===== src/rtl/usb_in_ep_status.sv =====
module usb_in_ep_status #(
  parameter int NUM_EP = 8
) (
  input  logic              clk,
  input  logic              rst_n,
  input  logic              bus_reset,
  input  logic              empty_lvl_sel,
  input  logic [NUM_EP-1:0] fifo_half_empty,
  input  logic [NUM_EP-1:0] fifo_all_empty,
  input  logic [NUM_EP-1:0] in_token,
  input  logic [NUM_EP-1:0] nak_done,
  input  logic              wr_en,
  input  logic [4:0]        addr,
  input  logic [31:0]       wdata,
  output logic [31:0]       rdata,
  output logic [NUM_EP-1:0] ep_summary,
  output logic              in_ep_irq,
  output logic [NUM_EP-1:0] hs_stall,
  output logic [NUM_EP-1:0] hs_nak
);
  localparam int MPS_W = 11;
  localparam int EVT_BASE = 8;
  localparam int SUM_ADDR = 16;

  logic [MPS_W-1:0]  mps [NUM_EP];
  logic [NUM_EP-1:0] active, pid, odd, stall, nak_req, nak_eff, tok_flag;
  logic [NUM_EP-1:0] wr_ctl, wr_evt;

  wire [NUM_EP-1:0] lvl = empty_lvl_sel ? fifo_all_empty : fifo_half_empty;
  wire unused_wbits = ^{wdata[31:25], wdata[14:11]};

  always_comb begin
    for (int i = 0; i < NUM_EP; i++) begin
      wr_ctl[i] = wr_en && (addr == 5'(i));
      wr_evt[i] = wr_en && (addr == 5'(EVT_BASE + i));
    end
  end

  always_ff @(posedge clk or negedge rst_n) begin
    if (!rst_n) begin
      active   <= '0;
      pid      <= '0;
      odd      <= '0;
      stall    <= '0;
      nak_req  <= '0;
      nak_eff  <= '0;
      tok_flag <= '0;
      for (int i = 0; i < NUM_EP; i++) mps[i] <= '0;
    end else begin
      for (int i = 0; i < NUM_EP; i++) begin
        if (wr_ctl[i]) begin
          mps[i]     <= wdata[MPS_W-1:0];
          active[i]  <= wdata[15];
          stall[i]   <= wdata[18];
          nak_req[i] <= wdata[19] & ~wdata[20];
          if (wdata[22])      pid[i] <= 1'b1;
          else if (wdata[21]) pid[i] <= 1'b0;
          if (wdata[24])      odd[i] <= 1'b1;
          else if (wdata[23]) odd[i] <= 1'b0;
        end
        if (bus_reset && i != 0) active[i] <= 1'b0;
        nak_eff[i] <= (nak_done[i] & active[i]) |
                      (nak_eff[i] & ~(wr_evt[i] & wdata[6]) & ~(wr_ctl[i] & wdata[20]));
        tok_flag[i] <= (in_token[i] & fifo_all_empty[i]) |
                       (tok_flag[i] & ~(wr_evt[i] & wdata[4]));
      end
    end
  end

  assign ep_summary = lvl | nak_eff | tok_flag;
  assign in_ep_irq  = |ep_summary;
  assign hs_stall   = stall;
  assign hs_nak     = nak_req & ~stall;

  always_comb begin
    rdata = '0;
    for (int i = 0; i < NUM_EP; i++) begin
      if (addr == 5'(i)) begin
        rdata[MPS_W-1:0] = mps[i];
        rdata[15] = active[i];
        rdata[16] = pid[i];
        rdata[17] = odd[i];
        rdata[18] = stall[i];
        rdata[19] = nak_req[i];
      end
      if (addr == 5'(EVT_BASE + i)) begin
        rdata[7] = lvl[i];
        rdata[6] = nak_eff[i];
        rdata[4] = tok_flag[i];
      end
    end
    if (addr == 5'(SUM_ADDR)) rdata[NUM_EP-1:0] = ep_summary;
  end

  assert_bus_reset_clears_R2: assert property (@(posedge clk) disable iff (!rst_n)
    bus_reset |=> active[NUM_EP-1:1] == '0);
  assert_bus_reset_keeps_ep0_R2: assert property (@(posedge clk) disable iff (!rst_n)
    (bus_reset && !wr_ctl[0]) |=> $stable(active[0]));

  for (genvar g = 0; g < NUM_EP; g++) begin : g_chk
    assert_data1_cmd_R3: assert property (@(posedge clk) disable iff (!rst_n)
      (wr_ctl[g] && wdata[22]) |=> pid[g]);
    assert_token_sets_R6: assert property (@(posedge clk) disable iff (!rst_n)
      (wr_evt[g] && wdata[4] && !(in_token[g] && fifo_all_empty[g])) |=> !tok_flag[g]);
    assert_nak_needs_active_R7: assert property (@(posedge clk) disable iff (!rst_n)
      $rose(nak_eff[g]) |-> $past(active[g]));
    assert_stall_over_nak_R8: assert property (@(posedge clk) disable iff (!rst_n)
      (wr_ctl[g] && wdata[18]) |=> !hs_nak[g]);
    assert_set_wins_R9: assert property (@(posedge clk) disable iff (!rst_n)
      (in_token[g] && fifo_all_empty[g]) |=> tok_flag[g]);
  end
endmodule


===== config.mk =====
export PLATFORM = sky130hd
export DESIGN_NAME = usb_in_ep_status
export DESIGN_NICKNAME = d
export VERILOG_FILES = /design/src/rtl/usb_in_ep_status.sv
export SDC_FILE = /design/constraint.sdc
export NUM_CORES = 1
export LEC_CHECK = 0
export BUFFER_PORTS_ARGS = -buffer_cell sky130_fd_sc_hd__buf_2
export CAP_MARGIN = 20
export CORE_MARGIN = 5
export CORE_UTILIZATION = 51
export CTS_CLUSTER_SIZE = 24
export DETAILED_ROUTE_END_ITERATION = 8
export PLACE_DENSITY = 0.77
export SLEW_MARGIN = 20
export SYNTH_ARGS = -nofsm -noshare
export SYNTH_HDL_FRONTEND = slang
export SYNTH_SLANG_ARGS = --single-unit

===== constraint.sdc =====
create_clock -name clk -period 2.94 [get_ports clk]
set_input_delay 0.882 -clock clk [delete_from_list [all_inputs] [get_ports clk]]
set_output_delay 0.882 -clock clk [all_outputs]
set_load 0.005 [all_outputs]

* Word level (Yosys, flattened, before mapping)
Cells that the tools add are included.
** Storage, ports and cells
- Register bits after elaboration :: 144
- Bits in latches :: 0
- Logic and storage cells :: 271
- Memories :: 0
- Bits in writable memories :: 0
- Output and inout bits :: 57
- Bits in read-only memories :: 0
** Operators by class
- Order comparisons :: 0
- Divide/modulo/power cells :: 0
- Equality and inequality tests :: 16
- Shift operators :: 0
- Reduce and logical (&&, ||, !) cells :: 43
- Bitwise operators :: 110
- Muxes and demuxes :: 52
- $add $sub $neg :: 0
- Multiply operators :: 0
** Operator list (number)
- $mux W11 :: 8
- $and A1 B1 Y1 :: 65
- $eq A5 B4 Y1 const B :: 8
- $mux W5 :: 8
- $reduce_and A2 Y1 :: 16
- $mux W1 :: 26
- $not A1 Y1 :: 25
- $eq A5 B3 Y1 const B :: 4
- $reduce_bool A2 Y1 :: 9
- $logic_and A1 B1 Y1 :: 16
- $mux W2 :: 8
- $mux W8 :: 2
- $or A1 B1 Y1 :: 16
- $or A8 B8 Y8 :: 2
- $eq A5 B2 Y1 const B :: 2
- $and A8 B8 Y8 :: 1
- $not A8 Y8 :: 1
- $reduce_or A8 Y1 :: 1
- $eq A5 B1 Y1 const B :: 1
- $eq A5 B5 Y1 const B :: 1
- $logic_not A5 Y1 :: 1

* Longest topological paths before layout
- Depth after elaboration :: 18
- Mapped depth :: 10
- Gate-level depth less buffers :: 5

* Worst setup path before layout
No wires, ideal clock.
- Kind :: input-to-output
- Start point :: in empty_lvl_sel
- End point :: out rdata[6]
- Required time :: 2.058 ns
- Cell stages on the path :: 6
- Arrival time :: 2.192 ns
- Path slack :: -0.134 ns
- Cells stage by stage :: buf_6 mux2_4 or3_4 a222oi_1 nand3_1 a21o_1
** Between the ends
- Longest elaborated chain between the ends :: 4
** RTL lines
- from (decl) :: RTL line 7 : input logic empty_lvl_sel,
- $mux W8 :: RTL line 29 : wire [NUM_EP-1:0] lvl = empty_lvl_sel ? fifo_all_empty : fifo_half_empty;
- $or A8 B8 Y8 (2 in a row) :: RTL line 70 : assign ep_summary = lvl | nak_eff | tok_flag;
- via ep_summary[6] :: RTL line 16 : output logic [NUM_EP-1:0] ep_summary,
- $mux W8 :: RTL line 92 : if (addr == 5'(SUM_ADDR)) rdata[NUM_EP-1:0] = ep_summary;
- to (decl) :: RTL line 15 : output logic [31:0] rdata,
The timed path passes the listed nets, and every way through them passes these cells.

* Worst setup path in the final report
- Start point :: in addr[1]
- End point :: out rdata[2]
** Between the ends
- Longest elaborated chain between the ends :: 10
- Elaborated cells between the ends (all ways) :: 18
- Classes of those cells :: eq/ne (8); mux (9); reduce/logical (1)
** RTL lines
- from (decl) :: RTL line 13 : input logic [4:0] addr,
- $logic_not A5 Y1 :: RTL line 78 : if (addr == 5'(i)) begin
- $mux W11 (8 in a row) :: RTL line 78
- $mux W8 (*) :: RTL line 92
Every way passes the cells marked *; elsewhere a longest branch is shown, timed or not.

==> results.yml <==
worst_setup_path:
  reg2reg_depth: 1
  cpPeakStageDelay_ns: 0.35
  endpoint_kind: "primary output"
  crit_family: "compound AO/OA/AOI/OAI gates"
  cp_common_cell: "buf_12"
  arrival_ns: 2.42
  worst-path-max-fanout: 6
  setup.worst_path.start_class: "input port"
  rr_endpoint: "nak_eff[5]$_DFF_PN0_"
  critPathSlowestCell: "a222oi_1"
  reg2reg_slack_ns: 2.12
  critPathRequiredTime_ns: 2.06
  worstPathCellList: "buf_12 -> buf_12 -> buf_12 -> nand2b_1 -> nor2_4 -> a222oi_1 -> nand3_1 -> a221o_1 -> buf_2"
  crit_buf_inv: 4
  critPathKind: "input port to primary output"
  timing.rr.start: "nak_eff[5]$_DFF_PN0_"
cts:
  path_clk_slew_ns: 0.06
  cts_tree: "built"
  cts_hold_buf: 0
  root_buffer: "clkbuf_16"
  clockBufferDepth: 2
  clock_sinks: 144
  cts_max_level: 4
  clk-insertion-delay-late_ns: 0.43
  numCtsBuffers: 17
layout:
  final-seq-area_um2: 3600
  diodes: 0
  nFillCells: 1082
  final_util: 0.678
  area_growth_pct: 31.2
  finalInstanceArea_um2: 9810
  drive_above_1_share: 0.322
  multi_input_area_um2: 3680
  nets: 1090
placed_design:
  post-dp-hpwl_mm: 17.6
  portBuffers: 101
  place_congestion: 1.00
  place_area_um2: 8710
floorplan:
  initial_core_util: 0.517
  die_w_um: 131
  pin_count: 131
  core_area_um2: 14500
  dieArea_um2: 17200
  rows: 44
  chipHeight_um: 131
sta:
  period_minus_slack_ns: 3.30
  post-route-period-util: 1.12
  finalSetupViolCount: 19
  fin_skew_ns: 0.00427
  slew_headroom: 0.550
  max_freq_mhz: 303
  tightest_slew_ns: 0.675
  tns_ns: -4.43
  worst_slack_ns: -0.360
  drv_slew: 0
  hold_viol_final: 0
  rsz0062_at_grt: "true"
outcome:
  status: "finished, violations left"
  violations: "negative setup slack"
grt:
  grt_overflow: 0
  antenna_found_initial: 0
  grt_pass1_vias: 7445
  grt_max_degree: 53
  grt_util_all_layers: 0.300
  grt_pass1_wl_mm: 40.9
detailed_routing:
  wl_per_cell_um: 21.7
  ant_nets: 0
  drt_wl_total_mm: 26.3
  drtPass1Iterations: 8
  vias_per_cell: 6.04
  drtIter0Drc: 955
  drc: 0
  vias: 7329
pwr:
  p_switching_mw: 1.61
  ir_drop_mv: 0.479
  p_clk_frac: 0.391
  intPower_mw: 4.01
  seq_power_share: 0.454
  switching_share: 0.286
  finalPower_mw: 5.61
  power.density_nw_per_um2: 572
  p_comb_frac: 0.155
  total_leakage_power_nw: 4.92
synth:
  synth_cell_types: 60
  syn_avg_cell_area_um2: 8.81
  yosysTopAreaCell: "dfrtp_1"
  synth_edf_count: 0
  synth_top_area_share: 0.482
  synthTopCellsByArea: "dfrtp_1 48%, nand2_1 17%, mux2_2 3.6%"
  async_flop_share: 1.00
  yosysWarningCount: 0
  synthFlopType: "dfrtp_1"
  ys_top_cells_by_count: "333 x nand2_1, 144 x dfrtp_1, 47 x buf_2, 28 x a22o_1"
  netlist_area_um2: 7480
  ys_seq_elements: 144
  synth_most_common_cell: "nand2_1"
  ys_seq_area_frac: 0.482
  syn_inst: 849
run:
  max_cap_viol_count: 0
worst_hold_path:
  hold_class: "input port to asynchronous set/reset pin"
registers in the layout (all words and copies together), names as in the netlist:
| register | cells |
|---|---|
| mps | 88 |
| active | 8 |
| hs_stall | 8 |
| nak_eff | 8 |
| nak_req | 8 |
| odd | 8 |
| pid | 8 |
| tok_flag | 8 |
stage by stage:
step	setup WS [ns]	cells	hold WS (ns)
floorplan	-0.106	864	0.438
global placement	-0.492	1169	0.451
detailed placement	-0.478	1169	0.461
CTS	-0.331	1211	0.392
global route	-0.436	1213	0.407
finish	-0.360	1213	0.384
area by class of cell:
class | count | share of cell area
clock buffer | 18 | 0.0448
multi-input combinational | 624 | 0.375
sequential | 144 | 0.367
inverter | 3 | 0.00115
clock inverter | 14 | 0.0159
tap | 184 | 0.0235
timing repair buffer | 226 | 0.173
cell usage in the layout, fill, tap and decap left out, types with 5 or more instances in the layout:
cell type    n
conb_1      16
a222oi_1    14
and3_1       7
buf_2       91
dfrtp_1    144
nand2_1    333
a22oi_2      5
buf_12      11
or3_4        8
a32o_1       7
nand2b_1     9
buf_6       20
nor2b_1     13
nand3_1     18
buf_4      102
a31oi_1      5
a22oi_1     20
mux2_2      19
o211ai_1     7
o21ai_0     12
nor2_1      11
a22o_1      28
a21oi_1     10
and2_1       5
mux2_4       6
clkbuf_16   17
timing repair:
item / in CTS / in global routing
cloned: 0 / 0
setup buffers: 12 / 3
endpoints found under the setup margin: 21 / 20
resized for setup: 79 / 17
pin swaps: 34 / 20
logic make-up after synthesis:
kind of cell | synth area share
compound gates | 0.148
buf+inv | 0.0709
flops | 0.482
mux | 0.0438
other cells | 0.000501
simple gates | 0.255
per-layer routing:
layer	GRT usage	wire, um
met1	0.388	10000
met2	0.469	12300
met3	0.0875	2810
met4	0.137	1210
met5	0	0
worst max path at each step:
stage / slack (ns) / start / end / cells past startpoint
after floorplan: -0.11 / empty_lvl_sel / rdata[6] / 6
after global placement: -0.49 / empty_lvl_sel / in_ep_irq / 6
after detailed placement: -0.48 / addr[3] / rdata[6] / 8
after CTS: -0.33 / empty_lvl_sel / rdata[6] / 7
after global routing: -0.44 / addr[1] / rdata[9] / 9
final: -0.36 / addr[1] / rdata[2] / 9
power groups by stage:
| stage | Combinational, mW | Sequential, mW | Clock, mW |
|---|---|---|---|
| global route | 0.961 | 2.58 | 2.29 |
| global placement | 0.761 | 2.55 | 0 |
| detailed placement | 0.792 | 2.56 | 0 |
| CTS | 0.849 | 2.53 | 2.20 |
| floorplan | 0.504 | 2.48 | 0 |
| finish | 0.872 | 2.55 | 2.19 |
Note: power is estimated with default switching activity, not from simulation.
